==> src/rtl/xbus_pkg.sv <==
package xbus_pkg;
   typedef enum logic [1:0] {
      PH_IDLE = 2'd0,
      PH_ADDR = 2'd1,
      PH_DATA = 2'd2,
      PH_END  = 2'd3
   } xbus_phase_e;
endpackage

==> src/rtl/xbus_seq.sv <==
module xbus_seq
   import xbus_pkg::*;
(
   input  logic        clk,
   input  logic        rst_n,
   input  logic        start,
   input  logic        ready_in,
   input  logic        wide_now,
   input  logic        both_bytes,
   output xbus_phase_e phase,
   output logic        capture,
   output logic        split_go,
   output logic        done
);
   logic last_q;

   // the data phase finishes on an edge where ready is high
   assign capture  = (phase == PH_DATA) && ready_in;
   assign split_go = capture && !wide_now && both_bytes;
   assign done     = (phase == PH_END) && last_q;

   always_ff @(posedge clk or negedge rst_n) begin
      if (!rst_n) begin
         phase  <= PH_IDLE;
         last_q <= 1'b0;
      end else begin
         unique case (phase)
            PH_IDLE: if (start) phase <= PH_ADDR;
            PH_ADDR: phase <= PH_DATA;
            PH_DATA: if (capture) begin
               phase  <= PH_END;
               last_q <= !split_go;
            end
            PH_END:  phase <= last_q ? PH_IDLE : PH_ADDR;
            default: phase <= PH_IDLE;
         endcase
      end
   end
endmodule

==> src/rtl/xbus_lanes.sv <==
module xbus_lanes
   import xbus_pkg::*;
#(
   parameter int ADDR_W = 16,
   parameter int DATA_W = 16
) (
   input  logic              clk,
   input  logic              rst_n,
   input  logic              start,
   input  logic [ADDR_W-1:0] req_addr,
   input  logic [DATA_W-1:0] req_wdata,
   input  logic [1:0]        req_be,
   input  logic              req_write,
   input  logic              req_fetch,
   input  logic              split_go,
   input  logic              capture,
   input  logic              wide_now,
   input  xbus_phase_e       phase,
   input  logic [DATA_W-1:0] ad_in,
   output logic [1:0]        cur_be,
   output logic [1:0]        carry,
   output logic              cur_write,
   output logic              cur_fetch,
   output logic [DATA_W-1:0] ad_drive,
   output logic [DATA_W-1:0] rdata
);
   localparam int BYTE_W = DATA_W / 2;

   logic [ADDR_W-1:0] addr_q;
   logic [DATA_W-1:0] wdata_q;

   always_ff @(posedge clk or negedge rst_n) begin
      if (!rst_n) begin
         addr_q    <= '0;
         wdata_q   <= '0;
         cur_be    <= '0;
         cur_write <= 1'b0;
         cur_fetch <= 1'b0;
      end else if (start) begin
         addr_q    <= req_addr;
         wdata_q   <= req_wdata;
         cur_be    <= req_be;
         cur_write <= req_write;
         cur_fetch <= req_fetch;
      end else if (split_go) begin
         addr_q[0] <= 1'b1;
         cur_be    <= 2'b10;
      end
   end

   // lanes the current cycle actually moves
   assign carry = wide_now ? cur_be : ((cur_be == 2'b11) ? 2'b01 : cur_be);

   always_comb begin
      if (phase == PH_ADDR)
         ad_drive = DATA_W'(addr_q);
      else if (cur_be == 2'b10)
         ad_drive = {wdata_q[DATA_W-1:BYTE_W], wdata_q[DATA_W-1:BYTE_W]};
      else
         ad_drive = wdata_q;
   end

   for (genvar l = 0; l < 2; l++) begin : g_lane
      logic [BYTE_W-1:0] byte_q;
      logic [BYTE_W-1:0] src;
      assign src = wide_now ? ad_in[l*BYTE_W +: BYTE_W] : ad_in[BYTE_W-1:0];
      always_ff @(posedge clk or negedge rst_n) begin
         if (!rst_n)                   byte_q <= '0;
         else if (start)               byte_q <= '0;
         else if (capture && carry[l]) byte_q <= src;
      end
   end

   assign rdata = {g_lane[1].byte_q, g_lane[0].byte_q};
endmodule

==> src/rtl/xbus_strobes.sv <==
module xbus_strobes
   import xbus_pkg::*;
(
   input  xbus_phase_e phase,
   input  logic        cfg_adv_mode,
   input  logic        cfg_wrh_mode,
   input  logic [1:0]  cur_be,
   input  logic [1:0]  carry,
   input  logic        cur_write,
   input  logic        cur_fetch,
   output logic        addr_strobe,
   output logic        rd_n,
   output logic        wr_n,
   output logic        hi_n,
   output logic        fetch_o,
   output logic        ad_oe,
   output logic        busy
);
   logic in_addr, in_data, bhe_on, wrh_on;

   assign in_addr = (phase == PH_ADDR);
   assign in_data = (phase == PH_DATA);
   assign busy    = (phase != PH_IDLE);

   assign addr_strobe = cfg_adv_mode ? !(in_addr || in_data) : in_addr;
   assign rd_n    = !(in_data && !cur_write);
   assign wr_n    = !(in_data && cur_write);
   assign ad_oe   = in_addr || (in_data && cur_write);
   assign fetch_o = busy && cur_fetch;

   assign bhe_on = cur_write && ((in_addr && cur_be[1]) || (in_data && carry[1]));
   assign wrh_on = cur_write && in_data && carry[1];
   assign hi_n   = !(cfg_wrh_mode ? wrh_on : bhe_on);
endmodule

==> src/rtl/xbus_cycle_ctl.sv <==
module xbus_cycle_ctl
   import xbus_pkg::*;
#(
   parameter int ADDR_W = 16,
   parameter int DATA_W = 16
) (
   input  logic              clk,
   input  logic              rst_n,
   input  logic              req_valid,
   input  logic [ADDR_W-1:0] req_addr,
   input  logic [DATA_W-1:0] req_wdata,
   input  logic [1:0]        req_be,
   input  logic              req_write,
   input  logic              req_fetch,
   input  logic              cfg_adv_mode,
   input  logic              cfg_wrh_mode,
   input  logic              cfg_dyn_width,
   input  logic              cfg_wide,
   input  logic              bus_width_in,
   input  logic              ready_in,
   input  logic [DATA_W-1:0] ad_in,
   output logic [DATA_W-1:0] ad_out,
   output logic              ad_oe,
   output logic              addr_strobe,
   output logic              rd_n,
   output logic              wr_n,
   output logic              hi_n,
   output logic              fetch_o,
   output logic              busy,
   output logic              done,
   output logic [DATA_W-1:0] rdata
);
   if (DATA_W % 2 != 0 || DATA_W < 2) begin : g_bad_width
      $error("DATA_W must be an even width of at least 2");
   end
   if (ADDR_W > DATA_W || ADDR_W < 1) begin : g_bad_addr
      $error("ADDR_W must fit on the shared bus");
   end

   xbus_phase_e phase;
   logic        start, capture, split_go, wide_now;
   logic        cur_write, cur_fetch;
   logic [1:0]  cur_be, carry;

   assign wide_now = cfg_dyn_width ? bus_width_in : cfg_wide;
   assign start    = req_valid && (phase == PH_IDLE);

   xbus_seq u_seq (
      .clk(clk), .rst_n(rst_n), .start(start), .ready_in(ready_in),
      .wide_now(wide_now), .both_bytes(cur_be == 2'b11),
      .phase(phase), .capture(capture), .split_go(split_go), .done(done)
   );

   xbus_lanes #(.ADDR_W(ADDR_W), .DATA_W(DATA_W)) u_lanes (
      .clk(clk), .rst_n(rst_n), .start(start),
      .req_addr(req_addr), .req_wdata(req_wdata), .req_be(req_be),
      .req_write(req_write), .req_fetch(req_fetch),
      .split_go(split_go), .capture(capture), .wide_now(wide_now),
      .phase(phase), .ad_in(ad_in),
      .cur_be(cur_be), .carry(carry), .cur_write(cur_write),
      .cur_fetch(cur_fetch), .ad_drive(ad_out), .rdata(rdata)
   );

   xbus_strobes u_strobes (
      .phase(phase), .cfg_adv_mode(cfg_adv_mode), .cfg_wrh_mode(cfg_wrh_mode),
      .cur_be(cur_be), .carry(carry), .cur_write(cur_write),
      .cur_fetch(cur_fetch), .addr_strobe(addr_strobe), .rd_n(rd_n),
      .wr_n(wr_n), .hi_n(hi_n), .fetch_o(fetch_o), .ad_oe(ad_oe), .busy(busy)
   );
endmodule

==> config.mk <==
export PLATFORM = sky130hd
export DESIGN_NAME = xbus_cycle_ctl
export DESIGN_NICKNAME = d
export VERILOG_FILES = /design/src/rtl/xbus_pkg.sv /design/src/rtl/xbus_seq.sv /design/src/rtl/xbus_lanes.sv /design/src/rtl/xbus_strobes.sv /design/src/rtl/xbus_cycle_ctl.sv
export SDC_FILE = /design/constraint.sdc
export NUM_CORES = 1
export LEC_CHECK = 0
export BUFFER_PORTS_ARGS = -buffer_cell sky130_fd_sc_hd__buf_4
export CAP_MARGIN = 20
export CORE_ASPECT_RATIO = 1.4
export CORE_MARGIN = 1.5
export CORE_UTILIZATION = 40
export DETAILED_ROUTE_END_ITERATION = 16
export GPL_TIMING_DRIVEN = 0
export PLACE_DENSITY = 0.69
export SETUP_SLACK_MARGIN = 0.1
export SLEW_MARGIN = 20
export SYNTH_ARGS = -nofsm -noshare
export SYNTH_HDL_FRONTEND = slang
export SYNTH_SLANG_ARGS = --single-unit
==> constraint.sdc <==
create_clock -name clk -period 1.75 [get_ports clk]
set_clock_uncertainty 0.2 [all_clocks]
set_input_delay 0.35 -clock clk [delete_from_list [all_inputs] [get_ports clk]]
set_output_delay 0.35 -clock clk [all_outputs]
set_load 0.02 [all_outputs]
==> results of run 1 <==
[power groups by stage]
stage	clock (mW)	combinational (mW)	sequential, mW
floorplan	0	2.34	2.39
global placement	0	3.83	2.26
detailed placement	0	3.89	2.28
CTS	0.868	5.84	2.28
global route	0.930	6.52	2.42
finish	0.865	6.17	2.35
[layout make-up]
class,count,area (um^2)
Buffer,16,246.5
Clock buffer,5,68.82
Clock inverter,3,43.79
Fill cell,467,1665
Inverter,3,13.76
Multi-Input combinational cell,222,1841
Sequential cell,55,1376
Tap cell,92,115.1
Timing Repair Buffer,132,1242
[final timing paths]
kind                                     from                           to  slack (ns)  depth (start not counted)
max                         u_lanes.cur_be[1]                    ad_out[3]       -0.48                          5
min                              req_wdata[9]           u_lanes.wdata_q[9]        0.03                          3
max reg2reg                    u_seq.phase[1]               u_seq.phase[1]       -0.25                          7
min reg2reg                u_lanes.wdata_q[2]           u_lanes.wdata_q[2]        0.29                          2
max in group asynchronous               rst_n  u_lanes.g_lane[0].byte_q[0]        0.44                          2
min in group asynchronous               rst_n                 u_seq.last_q        0.43                          2
[cell families (layout without fill, tap and decap cells)]
group,count (synthesis),in the layout,synth area share
and+or+nand+nor,146,146,0.2205
AOI/OAI and AO/OA,36,36,0.08155
DFF,55,55,0.5011
adders and majority gates,5,5,0.02278
muxes,35,35,0.1335
buffers and inverters,21,159,0.04054
[Yosys cell counts, drive strengths merged (3+ instances only)]
| library cell | n |
|---|---|
| nor2 | 10 |
| buf | 13 |
| nand2 | 114 |
| mux2 | 10 |
| o21ai | 11 |
| o221ai | 8 |
| a21oi | 11 |
| clkbuf | 5 |
| nor2b | 5 |
| nand2b | 11 |
| mux2i | 25 |
| inv | 3 |
| ha | 5 |
| dfrtp | 55 |
[critical path: cells and delay by family, from the launching register on]
family | cells | cell delay, ns
AO/OA/AOI/OAI | 1 | 0.11
AND/OR/NAND/NOR | 1 | 0.15
flip-flops | 1 | 0.47
multiplexers | 1 | 0.33
buffers and inverters | 2 | 0.32
[cells in the final DEF (no fill, tap or decap), types with 6 or more instances in the layout]
cell and n:
sky130_fd_sc_hd__nand2_2 45, sky130_fd_sc_hd__buf_8 8, sky130_fd_sc_hd__mux2i_1 19, sky130_fd_sc_hd__buf_4 91, sky130_fd_sc_hd__o221ai_2 6, sky130_fd_sc_hd__clkbuf_8 8, sky130_fd_sc_hd__buf_6 31, sky130_fd_sc_hd__a21oi_1 6
sky130_fd_sc_hd__nand2b_1 9, sky130_fd_sc_hd__nand2_1 65, sky130_fd_sc_hd__mux2_4 7, sky130_fd_sc_hd__dfrtp_1 55, sky130_fd_sc_hd__o21ai_4 6, sky130_fd_sc_hd__buf_12 7
[stage by stage]
step / power (mW) / cell area, um^2 / utilization / setup WS (ns)
3_5_place_dp: 6.166 / 3714 / 0.5616 / -0.3127
6_report: 9.384 / 4947 / 0.7482 / -0.4822
4_1_cts: 8.993 / 4821 / 0.7290 / -0.4524
2_1_floorplan: 4.725 / 2848 / - / -0.05601
5_1_grt: 9.868 / 4947 / 0.7482 / -0.5341
3_3_place_gp: 6.089 / 3714 / 0.5616 / -0.2806
[state kept, by name, summed over array words and instances (netlist names)]
name / count
u_lanes.wdata_q: 16
u_lanes.cur_write: 1
u_seq.phase: 2
u_lanes.g_lane.byte_q: 16
u_lanes.cur_be: 2
u_lanes.cur_fetch: 1
u_lanes.addr_q: 16
u_seq.last_q: 1
[what timing repair did]
item                                    in CTS  in global routing
hold buffers                                 1                  0
endpoints found under the setup margin      77                 79
endpoints found under the hold margin       55                  0
setup buffers                               21                  6
pin swaps                                   57                 10
resized for setup                          150                 55
gates cloned                                11                  0
[routing by layer]
metal	vias to the layer above	part of all wire	track usage	wire length, um
li1	1263	-	-	-
met1	1335	0.39	0.3053	3612
met2	99	0.54	0.4657	4996
met3	17	0.047	0.04800	438
met4	0	0.022	0.08128	207
met5	-	0	0	0
==> metrics.md, run 1 <==
| Metric | Value |
|---|---|
| Kind of end point of the critical path | `output pin` |
| Top-Level Pins | `101` |
| Leakage dissipation | `2.440 nW` |
| Routed vias/inst | `5.140` |
| Hold violation total from the final report | `0` |
| First-pass GRT wire length | `14.29 mm` |
| Worst hold margin | `~0.027 ns` |
| Die X-Extent | `about 73 um` |
| Total Routing Usage GR | `0.2588` |
| Combinational share of power | `0.658` |
| Full die area | `7379 um^2` |
| Least-Margin Pin Slew | `a little over 0.7 ns` |
| Max VDD drop | `943.9 uV` |
| Run status | `complete, but fails checks` |
| Initial antenna violation count | `0` |
| Number of antenna-violating nets in the routed design | `0` |
| Final worst path period share | `1.276` |
| DRC violation count after routing | `0` |
| Overflow after GRT | `0` |
| Clock tree from TritonCTS | `built` |
| Count of mapped cells out of synthesis | `298` |
| Number of buffers inserted during clock tree synthesis | `5` |
| Number of placement rows | `35` |
| Proportion of total power due to net switching | `0.4140` |
| Number of global-route vias before repair | `2790` |
| Sinks on the clock net | `55` |
| Maximum number of buffers from clock root to sink | `2` |
| Unrepaired setup endpoints after global routing | `yes` |
| Routed wire length | `9.254 mm` |
| Delay contributed by the slowest stage of the critical path | `0.47 ns` |
| Minimum clock period after layout | `between 2 and 2.5 ns` |
| Pin count of the biggest net entering global routing | `56` |
| Top cell by count, worst path | `sky130_fd_sc_hd__buf_6` |
| Htree depth | `2` |
| Total internal power | `around 5.5 mW` |
| Required time at the endpoint of the critical path | `1.20 ns` |
| Average footprint of a synthesized cell | `9.216 um^2` |
| Tightest slew margin relative to the limit | `0.5225` |
| Post-synthesis async set-or-reset flop share | `1.000` |
| Cell Chain, Critical Path | `nand2b_1 -> buf_6 -> mux2i_1 -> o21ai_4 -> buf_6` |
| Setup-failing EPs final | `between 70 and 80` |
| Setup CP Type | `flip-flop to output pin` |
| Critical path's slowest cell | `sky130_fd_sc_hd__dfrtp_1` |
| Final RePlAce weighted congestion | `0.8266` |
| Total via count in the routed design | `2714` |
| Flip-flop cell with the highest count after synthesis | `sky130_fd_sc_hd__dfrtp_1` |
| Max-slew violation count | `0` |
| Total number of yosys warnings | `0` |
| Setup TNS | `-13.76 ns` |
| Antenna Diode Count | `0` |
| Core outline area | `approximately 6600 um^2` |
| Power density normalized to cell area | `1897 nW/um^2` |
| HPWL reported at the end of detailed placement | `5.086 mm` |
| Area added between synthesis and finish | `80.14%` |
| Routed wire length per instance | `17.53 um` |
| Sequential area share after synthesis | `0.5011` |
| Synth area leaders | `sky130_fd_sc_hd__dfrtp_1 50%, sky130_fd_sc_hd__nand2_1 16%, sky130_fd_sc_hd__mux2i_1 9.1%` |
| Number of I/O port buffers | `100` |
| CTS root buf | `sky130_fd_sc_hd__clkbuf_8` |
| Number of distinct library cells after synthesis | `29` |
| Area share of the largest cell type after synthesis | `0.5011` |
| Worst setup SP type | `flip-flop` |
| Starting density of the core | `0.4153` |
| Classification of the worst-slack hold path | `input port to flip-flop` |
| Number of DRC violations after detailed-routing iteration 0 | `99` |
| Vertical extent of the die | `101.0 um` |
| Flip-flop and latch count after synthesis | `55` |
| Switch Pwr | `3.885 mW` |
| Mapped Nets | `364` |
| Layout Cells excl Fill | `528` |
| Worst-skew pair later-pin latency | `0.31 ns` |
| Highest net fanout along the worst path | `8` |
| Number of detailed-routing iterations run before antenna repair | `4` |
| Violated checks | `setup timing` |
| Crit path setup slack, layout | `-0.4822 ns` |
| Area of the mapped netlist | `2746 um^2` |
| Placed Cells | `490` |
| Fraction of final layout cells with drive strength greater than 1 | `0.6239` |
| Portion of total power attributed to sequential cells | `0.250` |
| Net count reported at finish | `501` |
| Clock transition at the registers of the reported paths | `0.10 ns` |
| Biggest area consumer among synthesized cells | `sky130_fd_sc_hd__dfrtp_1` |
| Highest attainable clock frequency | `0.4480 GHz` |
| Number of max-cap violations | `0` |
| Count of flip-flops with a built-in enable after synthesis | `0` |
| Clock network power share | `0.092` |
| Critical Path AT | `1.68 ns` |
(Power assumes the default switching activity.)
==> run 2, diff against run 1 <==
==> constraint.sdc (replaced) <==
create_clock -name clk -period 1.75 [get_ports clk]
set_clock_uncertainty 0.2 [all_clocks]
set_input_delay 0.175 -clock clk [delete_from_list [all_inputs] [get_ports clk]]
set_output_delay 0.175 -clock clk [all_outputs]
set_load 0.02 [all_outputs]
==> run 2 against run 1 <==
Net effect:
- the flow finishes with violations (hold timing, setup timing)
- die area unchanged
- register-to-register slack improved by 0.14 ns
- non-clock buffer count increased by 45
- clock power decreased by 23%
- cell count increased by 8.1%
- combinational power decreased by 3.9%
- power decreased by 4.7%
- critical endpoint is now ad_out[14]
- highest routed layer unchanged
==> metrics.md, run 2 (synthesized netlist as in run 1, its figures left out) <==
| Metric | Value |
|---|---|
| Run status | `complete, but fails checks (unchanged)` |
| Violated checks | `hold timing, setup timing (was setup timing)` |
| Routed wire length per instance | `16.91 um (was 17.53 um)` |
| Total via count in the routed design | `2918 (was 2714)` |
| Multi-input combinational cell area | `1669 um^2 (was 1841 um^2)` |
| Number of placement rows | `35 (unchanged)` |
| Clock transition at the registers of the reported paths | `0.09 ns (was 0.10 ns)` |
| Starting density of the core | `0.4153 (unchanged)` |
| Unrepaired setup endpoints after global routing | `yes (unchanged)` |
| Critical path's slowest cell | `sky130_fd_sc_hd__dfrtp_2 (was sky130_fd_sc_hd__dfrtp_1)` |
| Setup-failing EPs final | `34 (was 76)` |
| Routed wire length | `9.657 mm (was 9.254 mm)` |
| Core outline area | `6613 um^2 (unchanged)` |
| Registers with the most flip-flops | `u_lanes.addr_q x16, u_lanes.g_lane.byte_q x16, u_lanes.wdata_q x16 (unchanged)` |
| Hold-critical path depth | `3 (unchanged)` |
| Number of detailed-routing iterations run before antenna repair | `4 (unchanged)` |
| Highest attainable clock frequency | `0.4870 GHz (was 0.4480 GHz)` |
| Sequential cell area | `1379 um^2 (was 1376 um^2)` |
| Least-Margin Pin Slew | `0.8296 ns (was 0.7163 ns)` |
| Antenna Diode Count | `0 (unchanged)` |
| Number of buffers inserted during clock tree synthesis | `5 (unchanged)` |
| Routed vias/inst | `5.110 (was 5.140)` |
| Classification of the worst-slack hold path | `input port to flip-flop (unchanged)` |
| Max-slew violation count | `0 (unchanged)` |
| Cell Chain, Critical Path | `inv_2 -> ha_4 -> buf_8 -> buf_12 -> mux2_4 -> buf_6 (was nand2b_1 -> buf_6 -> mux2i_1 -> o21ai_4 -> buf_6)` |
| Vertical extent of the die | `101.0 um (unchanged)` |
| Launch point of the worst hold path | `ad_in[15] (was req_wdata[9])` |
| Overflow after GRT | `0 (unchanged)` |
| HPWL reported at the end of detailed placement | `5.299 mm (was 5.086 mm)` |
| Number of max-cap violations | `0 (unchanged)` |
| Minimum clock period after layout | `2.053 ns (was 2.232 ns)` |
| Net count reported at finish | `546 (was 501)` |
| Highest net fanout along the worst path | `5 (was 8)` |
| Top library cells by usage in the layout, fill and taps aside | `105 x sky130_fd_sc_hd__nand2_1, 93 x sky130_fd_sc_hd__buf_4, 53 x sky130_fd_sc_hd__dfrtp_1 (was 91 x sky130_fd_sc_hd__buf_4, 65 x sky130_fd_sc_hd__nand2_1, 55 x sky130_fd_sc_hd__dfrtp_1)` |
| Htree depth | `2 (unchanged)` |
| Layout Cells excl Fill | `571 (was 528)` |
| Maximum number of buffers from clock root to sink | `2 (unchanged)` |
| Full die area | `7379 um^2 (unchanged)` |
| Worst-skew pair later-pin latency | `0.31 ns (about the same)` |
| Crit path setup slack, layout | `-0.3034 ns (was -0.4822 ns)` |
| Tightest slew margin relative to the limit | `0.4311 (was 0.5225)` |
| Pin count of the biggest net entering global routing | `56 (unchanged)` |
| Power density normalized to cell area | `1739 nW/um^2 (was 1897 nW/um^2)` |
| Worst hold path endpoint | `u_lanes.g_lane[1].byte_q[7] (was u_lanes.wdata_q[9])` |
| Required time at the endpoint of the critical path | `1.37 ns (was 1.20 ns)` |
| Delay contributed by the slowest stage of the critical path | `0.43 ns (was 0.47 ns)` |
| Kind of end point of the critical path | `output pin (unchanged)` |
| Post-layout total power | `8.938 mW (was 9.384 mW)` |
| Filler cells | `448 (was 467)` |
| Critical Path AT | `1.68 ns (about the same)` |
| FF-to-FF path depth | `6 (was 7)` |
| Die X-Extent | `73.03 um (unchanged)` |
| Placed Cells | `490 (unchanged)` |
| Number of DRC violations after detailed-routing iteration 0 | `145 (was 99)` |
| Register-to-register setup slack | `-0.11 ns (was -0.25 ns)` |
| Number of antenna-violating nets in the routed design | `0 (unchanged)` |
| Most common cell after layout, fill and taps aside | `sky130_fd_sc_hd__nand2_1 (was sky130_fd_sc_hd__buf_4)` |
| Final worst path period share | `1.173 (was 1.276)` |
| Area added between synthesis and finish | `87.11% (was 80.14%)` |
| Worst setup SP type | `flip-flop (unchanged)` |
| Hold violation total from the final report | `1 (was 0)` |
| Worst hold margin | `-0.005322 ns (was 0.02733 ns)` |
| CTS root buf | `sky130_fd_sc_hd__clkbuf_8 (unchanged)` |
| Clock tree from TritonCTS | `built (unchanged)` |
| Final RePlAce weighted congestion | `0.8199 (was 0.8266)` |
| Setup CP Type | `flip-flop to output pin (unchanged)` |
| Leakage dissipation | `2.563 nW (was 2.440 nW)` |
| Total Routing Usage GR | `0.2468 (was 0.2588)` |
| DRC violation count after routing | `0 (unchanged)` |
| Top-Level Pins | `101 (unchanged)` |
| First-pass GRT wire length | `13.94 mm (was 14.29 mm)` |
| Initial antenna violation count | `0 (unchanged)` |
| Number of global-route vias before repair | `2931 (was 2790)` |
| Max VDD drop | `997.2 uV (was 943.9 uV)` |
| Sinks on the clock net | `55 (unchanged)` |
| Reg-to-Reg Start | `u_seq.phase[1] (unchanged)` |
| Worst r2r dst | `u_seq.phase[1] (unchanged)` |
| Fraction of final layout cells with drive strength greater than 1 | `0.4489 (was 0.6239)` |
| Number of I/O port buffers | `100 (unchanged)` |
-- run 2: changes by cell type in the layout (fill, tap and decap cells not counted), sizes merged --
cell / previous run / this run
dlygate4sd3: 1 / 51
bufinv: 1 / 0
buf: 141 / 137
clkinv: 2 / 0
-- run 2: repair_timing --
action,CTS,global route
buffers inserted,10,10
hold endpoints to repair,105,0
pin swaps,13,14
setup endpoints to repair,77,64
hold buffers,51,0
resized for setup,77,71
cloned,1,5
-- run 2: worst max-delay path: cells and delay by family, from the launching register on --
kind / cells / cell delay [ns]
buffers and inverters: 4 / 0.47
adder cells (fa/ha/maj): 1 / 0.16
flip-flops: 1 / 0.43
multiplexers: 1 / 0.30
-- run 2: metrics by stage --
step | hold WS (ns) | util | instance area (um^2) | TNS (ns) | setup slack (ns)
3_3_place_gp | 0.07318 | 0.5557 | 3675 | -4.280 | -0.1718
6_report | -0.005322 | 0.7771 | 5139 | -5.196 | -0.3034
5_1_grt | 0.009199 | 0.7771 | 5139 | -6.388 | -0.3429
2_1_floorplan | -0.3206 | - | 2809 | 0 | 0.03448
3_5_place_dp | 0.07100 | 0.5557 | 3675 | -5.273 | -0.1596
4_1_cts | 0.002125 | 0.7118 | 4707 | -6.052 | -0.2940
-- run 2: report_power, final --
group          total [mW]  internal, mW  switching (mW)  leakage, nW
sequential           2.34          1.86           0.480        0.698
combinational        5.93          3.10            2.83         1.83
clock               0.670         0.269           0.401       0.0371
-- run 2: worst max-delay path by stage --
stage / startpoint / to / cells after the start
floorplan: u_seq.phase[0] / u_seq.phase[1] / 6
global placement: u_seq.phase[0] / u_lanes.g_lane[1].byte_q[6] / 6
detailed placement: u_seq.phase[0] / u_lanes.g_lane[1].byte_q[0] / 6
CTS: u_seq.phase[0] / hi_n / 6
global route: u_seq.phase[1] / ad_out[14] / 6
finish: u_seq.phase[1] / ad_out[14] / 6
-- run 2: layout make-up --
cell class,count,area share
multi-input cells,222,0.3248
repair buffers,175,0.3212
plain buffers,18,0.04651
flip-flops and latches,55,0.2683
inverters,3,0.002678
well taps,92,0.02240
clock buffers,6,0.01412
-- run 2: per-layer routing --
layer	share of wire	global-route usage
met3	0.052	0.04100
met1	0.38	0.2816
met5	0	0
met2	0.55	0.4615
met4	0.014	0.06967
==> run 3, diff against run 2 <==
--- a/config.mk
+++ b/config.mk
@@ -14,6 +14,7 @@
 export GPL_TIMING_DRIVEN = 0
 export PLACE_DENSITY = 0.69
 export SETUP_SLACK_MARGIN = 0.1
+export SKIP_CTS_REPAIR_TIMING = 1
 export SLEW_MARGIN = 20
 export SYNTH_ARGS = -nofsm -noshare
 export SYNTH_HDL_FRONTEND = slang
==> run 3 against run 2 <==
Net effect:
- the run still ends with hold timing, setup timing left
- largest cell class unchanged
- sequential cell count unchanged
- count of clock-buffer cells in the layout unchanged
- cell count down 2.8%
- setup slack barely moved
- critical path type unchanged
- wire length down 10%
- global-route usage decreased by 4.4 points
- hold slack lost 0.010 ns
==> metrics.md, run 3 (synthesized netlist as in run 1, its figures left out) <==
| Metric | Value |
|---|---|
| Run status | `complete, but fails checks (unchanged)` |
| Violated checks | `hold timing, setup timing (unchanged)` |
| Max VDD drop | `997.2 uV (about the same)` |
| Routed vias/inst | `5.013 (was 5.110)` |
| Overflow after GRT | `0 (unchanged)` |
| Htree depth | `2 (unchanged)` |
| Hold violation total from the final report | `2 (was 1)` |
| Die X-Extent | `73.03 um (unchanged)` |
| Routed wire length | `8.664 mm (was 9.657 mm)` |
| Minimum clock period after layout | `2.053 ns (about the same)` |
| Final RePlAce weighted congestion | `0.8199 (unchanged)` |
| Setup-failing EPs final | `63 (was 34)` |
| Registers with the most flip-flops | `u_lanes.addr_q x16, u_lanes.g_lane.byte_q x16, u_lanes.wdata_q x16 (unchanged)` |
| Antenna Diode Count | `0 (unchanged)` |
| Net count reported at finish | `530 (was 546)` |
| Setup CP Type | `flip-flop to output pin (unchanged)` |
| Number of max-cap violations | `0 (unchanged)` |
| Crit path setup slack, layout | `-0.3032 ns (was -0.3034 ns)` |
| Post-layout utilization of the core | `0.7154 (was 0.7771)` |
| Core outline area | `6613 um^2 (unchanged)` |
| Worst hold margin | `-0.01566 ns (was -0.005322 ns)` |
| Worst setup SP type | `flip-flop (unchanged)` |
| Total via count in the routed design | `2782 (was 2918)` |
| Most common cell after layout, fill and taps aside | `sky130_fd_sc_hd__nand2_1 (unchanged)` |
| Vertical extent of the die | `101.0 um (unchanged)` |
| Critical Path AT | `1.68 ns (about the same)` |
| Top-Level Pins | `101 (unchanged)` |
| Starting density of the core | `0.4153 (unchanged)` |
| Tightest slew margin relative to the limit | `0.5280 (was 0.4311)` |
| Classification of the worst-slack hold path | `input port to flip-flop (unchanged)` |
| Highest attainable clock frequency | `0.4870 GHz (about the same)` |
| Fraction of final layout cells with drive strength greater than 1 | `0.3909 (was 0.4489)` |
| Setup TNS | `-8.740 ns (was -5.196 ns)` |
| HPWL reported at the end of detailed placement | `5.299 mm (unchanged)` |
| Total Routing Usage GR | `0.2026 (was 0.2468)` |
| Required time at the endpoint of the critical path | `1.37 ns (about the same)` |
| Kind of end point of the critical path | `output pin (unchanged)` |
| First-pass GRT wire length | `11.61 mm (was 13.94 mm)` |
| Full die area | `7379 um^2 (unchanged)` |
| Initial antenna violation count | `0 (unchanged)` |
| Post-placement worst setup slack | `-0.1596 ns (unchanged)` |
| Final worst path period share | `1.173 (about the same)` |
| Number of global-route vias before repair | `2458 (was 2931)` |
| Least-Margin Pin Slew | `0.7079 ns (was 0.8296 ns)` |
| Pin count of the biggest net entering global routing | `56 (unchanged)` |
| Number of I/O port buffers | `100 (unchanged)` |
| Number of antenna-violating nets in the routed design | `0 (unchanged)` |
| Highest net fanout along the worst path | `5 (unchanged)` |
| Area added between synthesis and finish | `72.26% (was 87.11%)` |
| Number of buffers inserted during clock tree synthesis | `5 (unchanged)` |
| Clock tree from TritonCTS | `built (unchanged)` |
| Number of DRC violations after detailed-routing iteration 0 | `101 (was 145)` |
| DRC violation count after routing | `0 (unchanged)` |
| Number of placement rows | `35 (unchanged)` |
| Routed wire length per instance | `15.61 um (was 16.91 um)` |
| Sinks on the clock net | `55 (unchanged)` |
| Maximum number of buffers from clock root to sink | `2 (unchanged)` |
| Power density normalized to cell area | `1718 nW/um^2 (was 1739 nW/um^2)` |
| Top library cells by usage in the layout, fill and taps aside | `108 x sky130_fd_sc_hd__nand2_1, 89 x sky130_fd_sc_hd__buf_4, 51 x sky130_fd_sc_hd__dfrtp_1 (was 105 x sky130_fd_sc_hd__nand2_1, 93 x sky130_fd_sc_hd__buf_4, 53 x sky130_fd_sc_hd__dfrtp_1)` |
| CTS root buf | `sky130_fd_sc_hd__clkbuf_8 (unchanged)` |
| Number of detailed-routing iterations run before antenna repair | `4 (unchanged)` |
| Max-slew violation count | `0 (unchanged)` |
| Worst-skew pair later-pin latency | `0.30 ns (was 0.31 ns)` |
| Leakage dissipation | `2.390 nW (was 2.563 nW)` |
| Clock transition at the registers of the reported paths | `0.10 ns (was 0.09 ns)` |
| Unrepaired setup endpoints after global routing | `yes (unchanged)` |
run 3: routing by layer:
layer,up-vias,GRT usage,share of wire
li1,1316,-,-
met1,1354,0.2555,0.39
met2,101,0.3503,0.55
met3,11,0.03900,0.048
met4,0,0.05370,0.011
met5,-,0,0
run 3: final timing paths:
kind	startpoint	end	slack [ns]	cells after the start
min in group asynchronous	rst_n	u_seq.phase[0]	0.24	2
min reg2reg	u_lanes.addr_q[9]	u_lanes.addr_q[9]	0.28	2
max	u_seq.phase[1]	ad_out[14]	-0.30	6
max reg2reg	u_seq.phase[0]	u_lanes.wdata_q[0]	-0.14	7
min	ad_in[10]	u_lanes.g_lane[1].byte_q[2]	-0.02	3
max in group asynchronous	rst_n	u_seq.phase[1]	0.59	2
run 3: final cells by class:
class | count | area (um^2)
buffer | 17 | 171.4
clock buffer | 6 | 72.57
fill | 515 | 1882
inverter | 3 | 13.76
multi-input combinational | 222 | 1538
sequential | 55 | 1381
tap | 92 | 115.1
timing repair buffer | 160 | 1439
run 3: power by group:
group          switching, mW  internal (mW)
registers              0.503           1.87
logic                   2.49           2.61
clock network          0.393          0.269
run 3: stage by stage:
step,std cells,total power [mW],cell area (um^2)
after floorplan,298,4.594,2809
after global placement,490,5.971,3675
after detailed placement,490,6.045,3675
after CTS,496,6.708,3747
after global routing,555,8.650,4731
final,555,8.128,4731
run 3: critical path, cell delays in order, from the launching register on:
cell,delay (ns)
sky130_fd_sc_hd__dfrtp_2,0.45
sky130_fd_sc_hd__inv_4,0.08
sky130_fd_sc_hd__ha_4,0.16
sky130_fd_sc_hd__buf_12,0.13
sky130_fd_sc_hd__buf_12,0.12
sky130_fd_sc_hd__mux2_4,0.30
sky130_fd_sc_hd__buf_6,0.13
